<file path="config.mk">
export PLATFORM = sky130hd
export DESIGN_NAME = dp_raster_gen
export DESIGN_NICKNAME = d
export VERILOG_FILES = /design/src/rtl/dpr_pkg.sv /design/src/rtl/dpr_axis_cnt.sv /design/src/rtl/dpr_pol_hold.sv /design/src/rtl/dpr_out_stage.sv /design/src/rtl/dp_raster_gen.sv
export SDC_FILE = /design/constraint.sdc
export NUM_CORES = 1
export LEC_CHECK = 0
export BUFFER_PORTS_ARGS = -buffer_cell sky130_fd_sc_hd__buf_4
export CAP_MARGIN = 25
export CORE_UTILIZATION = 55
export DETAILED_ROUTE_END_ITERATION = 10
export PLACE_DENSITY = 0.79
export SETUP_SLACK_MARGIN = 0.1
export SYNTH_ARGS = -nofsm -noshare
export SYNTH_HDL_FRONTEND = slang
export SYNTH_HIERARCHICAL = 1
export SYNTH_SLANG_ARGS = --single-unit
</file>
<file path="constraint.sdc">
create_clock -name clk -period 3.3 [get_ports clk]
set_clock_uncertainty 0.2 [all_clocks]
set_input_delay 0.66 -clock clk [delete_from_list [all_inputs] [get_ports clk]]
set_output_delay 0.66 -clock clk [all_outputs]
set_load 0.01 [all_outputs]
</file>
<file path="src/rtl/dpr_pkg.sv">
package dpr_pkg;

  // Bit width needed to hold values 0 .. n-1 (at least one bit).
  function automatic int unsigned cw(input int unsigned n);
    return (n < 2) ? 1 : $clog2(n);
  endfunction

  // Decoded raster flags for one position.
  typedef struct packed {
    logic de;
    logic hs_act;
    logic vs_act;
  } dpr_flags_t;

endpackage

</file>
<file path="src/rtl/dpr_axis_cnt.sv">
module dpr_axis_cnt #(
  parameter int unsigned ACT  = 800,
  parameter int unsigned FP   = 32,
  parameter int unsigned SYNC = 96,
  parameter int unsigned BP   = 152,
  parameter int unsigned W    = 11
) (
  input  logic         clk,
  input  logic         rst_n,
  input  logic         en,
  output logic [W-1:0] count_o,
  output logic         wrap_o,
  output logic         act_o,
  output logic         sync_o
);

  localparam int unsigned TOTAL = ACT + FP + SYNC + BP;
  localparam logic [W-1:0] LAST    = W'(TOTAL - 1);
  localparam logic [W-1:0] ACT_END = W'(ACT);
  localparam logic [W-1:0] SYNC_LO = W'(ACT + FP);
  localparam logic [W-1:0] SYNC_HI = W'(ACT + FP + SYNC);

  logic [W-1:0] cnt_q;
  logic [W-1:0] cnt_d;
  logic         at_last;

  assign at_last = (cnt_q == LAST);

  always_comb begin
    cnt_d = cnt_q;
    if (en) begin
      if (at_last) cnt_d = '0;
      else         cnt_d = cnt_q + 1'b1;
    end
  end

  always_ff @(posedge clk or negedge rst_n) begin
    if (!rst_n) cnt_q <= '0;
    else        cnt_q <= cnt_d;
  end

  assign count_o = cnt_q;
  assign wrap_o  = en && at_last;
  assign act_o   = (cnt_q < ACT_END);
  assign sync_o  = (cnt_q >= SYNC_LO) && (cnt_q < SYNC_HI);


  cnt_range_chk: assert property (@(posedge clk) disable iff (!rst_n)
    cnt_q <= LAST);


  cnt_wrap_chk: assert property (@(posedge clk) disable iff (!rst_n)
    (en && at_last) |=> (cnt_q == '0));


  cnt_hold_chk: assert property (@(posedge clk) disable iff (!rst_n)
    !en |=> $stable(cnt_q));

endmodule

</file>
<file path="src/rtl/dpr_pol_hold.sv">
module dpr_pol_hold (
  input  logic clk,
  input  logic rst_n,
  input  logic hs_pos_i,
  input  logic vs_pos_i,
  output logic hpol_o,
  output logic vpol_o
);

  logic armed_q, armed_d;
  logic hpol_q, hpol_d;
  logic vpol_q, vpol_d;

  always_comb begin
    armed_d = 1'b1;
    hpol_d  = armed_q ? hpol_q : hs_pos_i;
    vpol_d  = armed_q ? vpol_q : vs_pos_i;
  end

  always_ff @(posedge clk or negedge rst_n) begin
    if (!rst_n) begin
      armed_q <= 1'b0;
      hpol_q  <= 1'b1;
      vpol_q  <= 1'b1;
    end else begin
      armed_q <= armed_d;
      hpol_q  <= hpol_d;
      vpol_q  <= vpol_d;
    end
  end

  // Before the capture, the pins themselves steer the output stage.
  assign hpol_o = armed_q ? hpol_q : hs_pos_i;
  assign vpol_o = armed_q ? vpol_q : vs_pos_i;


  pol_frozen_chk: assert property (@(posedge clk) disable iff (!rst_n)
    armed_q |=> ($stable(hpol_q) && $stable(vpol_q)));

endmodule

</file>
<file path="src/rtl/dpr_out_stage.sv">
module dpr_out_stage #(
  parameter int unsigned HW    = 11,
  parameter int unsigned VW    = 11,
  parameter int unsigned CW    = 11,
  parameter int unsigned LW    = 11,
  parameter int unsigned V_ACT = 1200
) (
  input  logic                clk,
  input  logic                rst_n,
  input  dpr_pkg::dpr_flags_t flags_i,
  input  logic                hpol_i,
  input  logic                vpol_i,
  input  logic [HW-1:0]       h_i,
  input  logic [VW-1:0]       v_i,
  output logic                hsync_o,
  output logic                vsync_o,
  output logic                de_o,
  output logic [CW-1:0]       col_even_o,
  output logic [CW-1:0]       col_odd_o,
  output logic [LW-1:0]       line_o
);

  localparam logic [LW:0] LINE_LIM = (LW+1)'(V_ACT);

  logic          hs_d, vs_d, de_d;
  logic [CW-1:0] ce_d, co_d;
  logic [LW-1:0] ln_d;

  always_comb begin
    de_d = flags_i.de;
    hs_d = ~(flags_i.hs_act ^ hpol_i);
    vs_d = ~(flags_i.vs_act ^ vpol_i);
    ce_d = '0;
    co_d = '0;
    ln_d = '0;
    if (flags_i.de) begin
      ce_d = CW'(h_i) << 1;
      co_d = (CW'(h_i) << 1) | CW'(1);
      ln_d = LW'(v_i);
    end
  end

  always_ff @(posedge clk or negedge rst_n) begin
    if (!rst_n) begin
      hsync_o    <= 1'b0;
      vsync_o    <= 1'b0;
      de_o       <= 1'b0;
      col_even_o <= '0;
      col_odd_o  <= '0;
      line_o     <= '0;
    end else begin
      hsync_o    <= hs_d;
      vsync_o    <= vs_d;
      de_o       <= de_d;
      col_even_o <= ce_d;
      col_odd_o  <= co_d;
      line_o     <= ln_d;
    end
  end


  de_sync_excl_chk: assert property (@(posedge clk) disable iff (!rst_n)
    flags_i.de |-> !flags_i.hs_act);


  de_line_rng_chk: assert property (@(posedge clk) disable iff (!rst_n)
    de_o |-> ({1'b0, line_o} < LINE_LIM));

endmodule

</file>
<file path="src/rtl/dp_raster_gen.sv">
module dp_raster_gen #(
  parameter int unsigned H_ACT  = 800,
  parameter int unsigned H_FP   = 32,
  parameter int unsigned H_SYNC = 96,
  parameter int unsigned H_BP   = 152,
  parameter int unsigned V_ACT  = 1200,
  parameter int unsigned V_FP   = 1,
  parameter int unsigned V_SYNC = 3,
  parameter int unsigned V_BP   = 46,
  localparam int unsigned CW    = dpr_pkg::cw(2 * H_ACT),
  localparam int unsigned LW    = dpr_pkg::cw(V_ACT)
) (
  input  logic          clk,
  input  logic          rst_n,
  input  logic          hs_pos_i,
  input  logic          vs_pos_i,
  output logic          hsync_o,
  output logic          vsync_o,
  output logic          de_o,
  output logic [CW-1:0] col_even_o,
  output logic [CW-1:0] col_odd_o,
  output logic [LW-1:0] line_o
);

  localparam int unsigned HT = H_ACT + H_FP + H_SYNC + H_BP;
  localparam int unsigned VT = V_ACT + V_FP + V_SYNC + V_BP;
  localparam int unsigned HW = dpr_pkg::cw(HT + 1);
  localparam int unsigned VW = dpr_pkg::cw(VT + 1);

  logic          h_en, v_en;
  logic [HW-1:0] h_cnt;
  logic [VW-1:0] v_cnt;
  logic          h_wrap, v_wrap;
  logic          h_act, v_act, h_sync, v_sync;
  logic          hpol, vpol;
  dpr_pkg::dpr_flags_t flags;

  assign h_en = 1'b1;
  assign v_en = h_wrap;

  dpr_axis_cnt #(.ACT(H_ACT), .FP(H_FP), .SYNC(H_SYNC), .BP(H_BP), .W(HW)) u_hcnt (
    .clk(clk), .rst_n(rst_n), .en(h_en),
    .count_o(h_cnt), .wrap_o(h_wrap), .act_o(h_act), .sync_o(h_sync)
  );

  dpr_axis_cnt #(.ACT(V_ACT), .FP(V_FP), .SYNC(V_SYNC), .BP(V_BP), .W(VW)) u_vcnt (
    .clk(clk), .rst_n(rst_n), .en(v_en),
    .count_o(v_cnt), .wrap_o(v_wrap), .act_o(v_act), .sync_o(v_sync)
  );

  dpr_pol_hold u_pol (
    .clk(clk), .rst_n(rst_n), .hs_pos_i(hs_pos_i), .vs_pos_i(vs_pos_i),
    .hpol_o(hpol), .vpol_o(vpol)
  );

  always_comb begin
    flags.de     = h_act && v_act;
    flags.hs_act = h_sync;
    flags.vs_act = v_sync;
  end

  dpr_out_stage #(.HW(HW), .VW(VW), .CW(CW), .LW(LW), .V_ACT(V_ACT)) u_out (
    .clk(clk), .rst_n(rst_n), .flags_i(flags), .hpol_i(hpol), .vpol_i(vpol),
    .h_i(h_cnt), .v_i(v_cnt),
    .hsync_o(hsync_o), .vsync_o(vsync_o), .de_o(de_o),
    .col_even_o(col_even_o), .col_odd_o(col_odd_o), .line_o(line_o)
  );


  v_step_chk: assert property (@(posedge clk) disable iff (!rst_n)
    !$stable(v_cnt) |-> $past(h_wrap));


  frame_wrap_chk: assert property (@(posedge clk) disable iff (!rst_n)
    v_wrap |=> (v_cnt == '0 && h_cnt == '0));

endmodule

</file>
## Yosys cells after proc, flatten, opt, wreduce, memory -nomap -nowiden

Index checks and enable logic that the tools add are counted.

| operators by class | value |
|---|---|
| add/sub/neg operators | 2 |
| bitwise gates (word level) | 4 |
| multiplexer cells | 7 |
| equality and inequality tests | 2 |
| order comparisons | 6 |
| reduce and logical (&&, ||, !) cells | 3 |

Operator list:

| cell | number |
|---|---|
| two-way mux 11 bit | 5 |
| adder 11 x 1 -> 11 bit (second input constant) | 2 |
| equality test 11 bit (second input constant) | 2 |
| less-than comparator 11 x 10 -> 1 bit (second input constant) | 2 |
| less-than comparator 11 bit (second input constant) | 2 |
| greater-or-equal comparator 11 x 10 -> 1 bit (second input constant) | 1 |
| greater-or-equal comparator 11 bit (second input constant) | 1 |
| logical AND 1 bit | 3 |
| two-way mux 1 bit | 2 |
| NOT 1 bit | 2 |
| XOR 1 bit | 2 |

| word-level totals | value |
|---|---|
| bits of input ports | 4 |
| register bits | 61 |
| output and inout port bits | 36 |

## Logic depth before layout (Yosys ltp)

Gate-level depths: netlist of run 1.

| logic depth | value |
|---|---|
| word-level depth | 4 |
| gate-level depth with buffers | 7 |
| mapped depth without buffers | 7 |

## Cells and area by module

The synthesis of run 1 kept the hierarchy.

Modules (own cells, without submodules):

| module | seq. area each (µm²) | area an instance (µm²) | cells each | times used |
|---|---|---|---|---|
| dpr_out_stage | 600.6 | 884.6 | 62 | 1 |
| dpr_axis_cnt (u_hcnt) | 275.3 | 633.1 | 67 | 1 |
| dpr_axis_cnt (u_vcnt) | 275.3 | 623.1 | 63 | 1 |
| dpr_pol_hold | 77.6 | 103.8 | 6 | 1 |
| dp_raster_gen | 0.0 | 10.0 | 2 | 1 |

## Worst setup path before layout of run 1

Ideal clock, no wire load.

| path | value |
|---|---|
| kind | reg-to-reg |
| from | reg u_hcnt.cnt_q[7], in the netlist u_hcnt/count_o[7] |
| to | reg u_vcnt.cnt_q[8], in the netlist u_vcnt/count_o[8] |
| setup time | 0.124 ns |
| stages on the path, launching flop included | 6 |
| arrival | 2.149 ns |
| path slack | 0.827 ns |
| cells stage by stage | dfrtp_1 > or4b_4 > nor4_4 > nand4_4 > or4_1 > xnor2_1 |

| on the way | value |
|---|---|
| longest elaborated chain between the ends | 1 |

RTL lines:

| element | line | source |
|---|---|---|
| from (decl) | dpr_axis_cnt.sv:23 | `logic [W-1:0] cnt_q;` |
| from (signal assigned) | dpr_axis_cnt.sv:39 | `else cnt_q <= cnt_d;` |
| equality test 11 bit | dpr_axis_cnt.sv:27 | `assign at_last = (cnt_q == LAST);` |
| net h_wrap | dp_raster_gen.sv:33 | `logic h_wrap, v_wrap;` |
| to (signal assigned) | dpr_axis_cnt.sv:39 |  |
| to (decl) | dpr_axis_cnt.sv:23 |  |

The timed path passes the listed nets, and every way through them passes these cells.
A chain may end at the register's enable or synchronous reset.

## Worst setup path in the final report of run 1

| path | value |
|---|---|
| from | reg u_hcnt.cnt_q[7], in the netlist u_hcnt/count_o[7] |
| to | reg u_vcnt.cnt_q[6], in the netlist u_vcnt/count_o[6] |

Same word-level chain as after synthesis.

==> impl_metrics.toml, run 1 <==
[status]
status = "complete, no violations"

[setup_path]
arrival_ns = 2.60
end_kind = "flip-flop"
rr_worst_depth = 7
worstPathMaxFanout = 14
endpoint = "u_vcnt/count_o[6]$_DFFE_PN0P_"
rrSetupSlack_ns = 0.73
startpoint = "u_hcnt/count_o[7]$_DFFE_PN0P_"
r2r_start = "u_hcnt/count_o[7]$_DFFE_PN0P_"
rr_endpoint = "u_vcnt/count_o[6]$_DFFE_PN0P_"
path_class = "reg2reg"
crit_path_start_kind = "flip-flop"
required_ns = 3.33

[clock_tree]
clock_path_buffers = 2
cts_hold_buf = 0
ctsResizeCount = 0
clock_latency_ns = 0.30
htreeDepth = 2
numClockSinks = 49
root_buffer = "clkbuf_8"
cts_tree = "done"
cts_made_buffers = 5
cts.reportedPaths.clkPinSlew_ns = 0.09
post_cts_buffers = 0

[sta]
finalMaxSlewViolations = 0
timing.final.crit_share_pct = 77.87
rsz0062_at_grt = "false"
max_freq_ghz = 0.3891
hold_violations = 0
slew-limit-headroom_pct = 61.30
tightest_slew_ns = 0.5805
fin_crit_ns = 2.570
final.setup.tns_ns = 0
setup_violations = 0
whs_ns = 0.1579

[global_routing]
grt_max_degree = 50
antenna_found_initial = 0
grt_pass1_vias = 1400
gr-total-overflow = 0
grt_pass1_wl_um = 6389
grtUsageTotal_pct = 19.92

[place]
io_buffers = 38
place.gp.congestion = 0.8509
dp_hpwl_um = 2481

[pwr]
p_leak_nw = 1.208
power.density_nw_per_um2 = 542.5
ir_drop_mv = 0.3890

[logic_synthesis]
ys_warn_count = 6
postSynthAreaPerCell_um2 = 11.30
synthCells = 199
netlist_area_um2 = 2248
synth_nets = 207

[drt]
wl_um = 3702
drtIter0Drc = 89
vias = 1469
drcViolationCount = 0
wl_per_cell_um = 13.32
via_per_inst = 5.284
firstDrtPassIters = 4
ant_nets = 0

[run]
drv_cap = 0

[floorplan]
ios = 40
start_util_pct = 59.19
core-area_um2 = 3799
num_rows = 22
die_h_um = 65.94
die_w_um = 65.94
dieArea_um2 = 4347

[final_layout]
drive_gt1_share_pct = 33.04
antenna_cells = 0
layout_common_cells = "47 x dfrtp_1, 39 x buf_4, 16 x nand2_1"
fin_nets = 237
area_growth_pct = 14.13
final_common_cell = "dfrtp_1"

[min_path]
hp-class = "in2async"
how the worst min path moves through the flow:
stage,endpoint,slack [ns],cells after the start
2_1_floorplan,u_hcnt/count_o[0]$_DFFE_PN0P_,0.16,0
3_5_place_dp,u_vcnt/count_o[9]$_DFFE_PN0P_,0.31,1
6_report,u_out/col_odd_o[6]$_DFF_PN0_,0.16,1
4_1_cts,u_out/col_odd_o[2]$_DFF_PN0_,0.18,1
5_1_grt,u_out/col_even_o[8]$_DFF_PN0_,0.20,1
3_3_place_gp,u_hcnt/count_o[9]$_DFFE_PN0P_,0.31,1
final cells by class:
| type | count | area [µm²] |
|---|---|---|
| Timing Repair Buffer | 39 | 292.8 |
| Tap cell | 48 | 60.06 |
| Multi-Input combinational cell | 126 | 868.3 |
| Clock buffer | 5 | 68.82 |
| Inverter | 8 | 30.03 |
| Fill cell | 296 | 1232 |
| Sequential cell | 49 | 1229 |
| Clock inverter | 3 | 17.52 |
routing by layer:
metal	GRT usage [%]	routed length (µm)	share of wire, %
met1	25.89	1717	46
met2	31.76	1747	47
met3	5.345	181	4.9
met4	7.713	55	1.5
met5	0	0	0
per-stage QoR:
step	instances	util (%)	instance area, µm²	setup WS (ns)	total power, mW
2_1_floorplan	199	-	2248	0.8268	0.9506
3_3_place_gp	270	65.28	2480	0.8243	1.047
3_5_place_dp	270	65.28	2480	0.7868	1.058
4_1_cts	278	67.56	2566	0.7337	1.398
5_1_grt	278	67.56	2566	0.6476	1.466
6_report	278	67.56	2566	0.7303	1.392
report_power, final:
group | switching [mW] | total [mW] | internal (mW)
registers | 0.0799 | 0.754 | 0.674
clock network | 0.199 | 0.345 | 0.146
logic | 0.142 | 0.293 | 0.151
flip-flops by register name, summed over array words and instances, names as in the netlist:
register	count
u_pol/hpol_q	1
u_pol/armed_q	1
u_out/col_even_o	3
u_vcnt/count_o	11
u_out/col_odd_o	8
u_out/line_o	11
u_out/hsync_o	1
u_pol/vpol_q	1
u_out/vsync_o	1
u_hcnt/count_o	11
worst max-delay path, cell delays in order, from the launching register on:
cell	delay, ns
dfrtp_1	0.47
or4b_4	0.61
nor4_4	0.35
buf_4	0.25
and4_2	0.24
nand3_1	0.11
xor2_1	0.16
a21oi_1	0.11
(Power assumes the default switching activity.)
==> run 2: changes to the inputs <==
--- a/config.mk
+++ b/config.mk
@@ -7,9 +7,9 @@
 export LEC_CHECK = 0
 export BUFFER_PORTS_ARGS = -buffer_cell sky130_fd_sc_hd__buf_4
 export CAP_MARGIN = 25
-export CORE_UTILIZATION = 55
+export CORE_UTILIZATION = 50
 export DETAILED_ROUTE_END_ITERATION = 10
-export PLACE_DENSITY = 0.79
+export PLACE_DENSITY = 0.75
 export SETUP_SLACK_MARGIN = 0.1
 export SYNTH_ARGS = -nofsm -noshare
 export SYNTH_HDL_FRONTEND = slang
==> constraint.sdc (replaced) <==
create_clock -name clk -period 2.3 [get_ports clk]
set_clock_uncertainty 0.2 [all_clocks]
set_input_delay 0.46 -clock clk [delete_from_list [all_inputs] [get_ports clk]]
set_output_delay 0.46 -clock clk [all_outputs]
set_load 0.01 [all_outputs]
==> run 2 against run 1 <==
Net effect: the flow now finishes with violations (negative setup slack); core utilization shrank 2.5 points; critical path depth shrank 1; power grew 49%; wire length grew 21%; combinational power grew 87%; worst setup slack lost 0.84 ns; first-iteration DRC count grew 4.5%; via count grew 9.7%; critical path type unchanged.
==> impl_metrics.toml, run 2 (same netlist as run 1, synthesis figures left out) <==
[setup_path]
arrival_ns = 2.39
worstPathMaxFanout = 3
required_ns = 2.29
crit_path_start_kind = "flip-flop"
end_kind = "flip-flop"
path_class = "reg2reg"

[status]
violations = "negative setup slack"
status = "complete, but fails checks"

[drt]
wl_per_cell_um = 14.66
drtIter0Drc = 93
firstDrtPassIters = 4
ant_nets = 0
vias = 1612
wl_um = 4470
via_per_inst = 5.285
drcViolationCount = 0

[floorplan]
die_h_um = 69.06
die_w_um = 69.06
start_util_pct = 52.00
num_rows = 24
core-area_um2 = 4324
ios = 40
dieArea_um2 = 4769

[clock_tree]
htreeDepth = 2
cts_tree = "done"
clock_latency_ns = 0.30
clock_path_buffers = 2
cts_made_buffers = 5
root_buffer = "clkbuf_8"
cts.reportedPaths.clkPinSlew_ns = 0.09
numClockSinks = 49

[place]
dp_cells = 289
dpl_cell_area_um2 = 2600
dp_hpwl_um = 2839
io_buffers = 38
place.gp.congestion = 0.9507

[sta]
final.setup.worst_slack_ns = -0.1066
finalMaxSlewViolations = 0
slew-limit-headroom_pct = 60.31
timing.final.crit_share_pct = 104.6
rsz0062_at_grt = "true"
hold_violations = 0
max_freq_ghz = 0.4155
fin_crit_ns = 2.407
tightest_slew_ns = 0.5953
setup_violations = 4

[final_layout]
drive_gt1_share_pct = 41.50
layout_common_cells = "59 x buf_4, 47 x dfrtp_1, 15 x nand2_1, 15 x and2_2, 9 x xnor2_1"
antenna_cells = 0
final_cells = 305
area_growth_pct = 25.04
fin_nets = 260
finish.instance_area_um2 = 2811
final_common_cell = "buf_4"

[pwr]
p_leak_nw = 1.360
ir_drop_mv = 0.3296
power.density_nw_per_um2 = 737.1

[global_routing]
grt_max_degree = 50
grtUsageTotal_pct = 18.69
antenna_found_initial = 0
grt_pass1_wl_um = 7031
grt_pass1_vias = 1473
gr-total-overflow = 0

[run]
drv_cap = 0

[min_path]
hp-class = "in2reg"
==> run 2: report_power, final <==
group          total [mW]  switching [mW]  leakage (nW)  internal, mW
registers            1.03          0.0590         0.626         0.967
logic               0.549           0.279         0.690         0.270
clock network       0.497           0.287        0.0439         0.210
total                2.07           0.625          1.36          1.45
==> run 2: timing repair <==
item                                   4_1_cts  5_1_grt
setup buffers                                2        5
gates resized for setup                      6        8
setup endpoints to repair                    8        8
pin swaps                                    3        3
gates cloned                                 0        0
hold buffers                                 1        0
endpoints found under the hold margin       47        0
==> run 2: critical path: stages (launching register included) <==
cell,delay (ns)
dfrtp_1,0.39
or4b_4,0.56
nor4_4,0.27
buf_4,0.18
nand4_4,0.10
or4_4,0.44
xnor2_1,0.14
==> run 2: layout make-up <==
| class | instances | area (µm²) |
|---|---|---|
| multi-input combinational | 126 | 922.1 |
| clock inverter | 3 | 17.52 |
| fill | 335 | 1513 |
| inverter | 8 | 30.03 |
| clock buffer | 5 | 68.82 |
| sequential | 49 | 1229 |
| timing repair buffer | 62 | 479.2 |
| tap | 52 | 65.06 |
==> run 2: stage by stage <==
stage          total power [mW]  setup TNS [ns]  setup WS [ns]  utilization [%]  hold WS (ns)
6_report                  2.072         -0.2293        -0.1066            65.02        0.2181
5_1_grt                   2.178         -0.8314        -0.1678            65.02        0.2190
4_1_cts                   2.077        -0.01345       -0.01345            63.28        0.2147
3_5_place_dp              1.584         -0.1495       -0.06044            60.13        0.3085
3_3_place_gp              1.565        -0.01755       -0.01755            60.13        0.3025
2_1_floorplan             1.364         -0.3773        -0.1721                -      -0.03559
==> run 2: final timing paths <==
| kind | from | endpoint | slack (ns) | depth (start not counted) |
|---|---|---|---|---|
| max in group asynchronous | rst_n | u_out/col_odd_o[4]$_DFF_PN0_ | 0.99 | 2 |
| min | vs_pos_i | u_pol/vpol_q$_DFF_PN1_ | 0.22 | 2 |
| max reg2reg | u_hcnt/count_o[9]$_DFFE_PN0P_ | u_vcnt/count_o[8]$_DFFE_PN0P_ | -0.11 | 6 |
| min reg2reg | u_vcnt/count_o[9]$_DFFE_PN0P_ | u_vcnt/count_o[9]$_DFFE_PN0P_ | 0.33 | 1 |
| min in group asynchronous | rst_n | u_vcnt/count_o[10]$_DFFE_PN0P_ | 0.51 | 2 |
| max | u_hcnt/count_o[9]$_DFFE_PN0P_ | u_vcnt/count_o[8]$_DFFE_PN0P_ | -0.11 | 6 |
==> run 2: per-layer routing <==
layer	vias up	GRT usage (%)	wire length [µm]
met2	51	27.94	2220
met1	804	26.15	1945
li1	749	-	-
met3	8	3.509	233
met4	0	9.297	72
met5	-	0	0
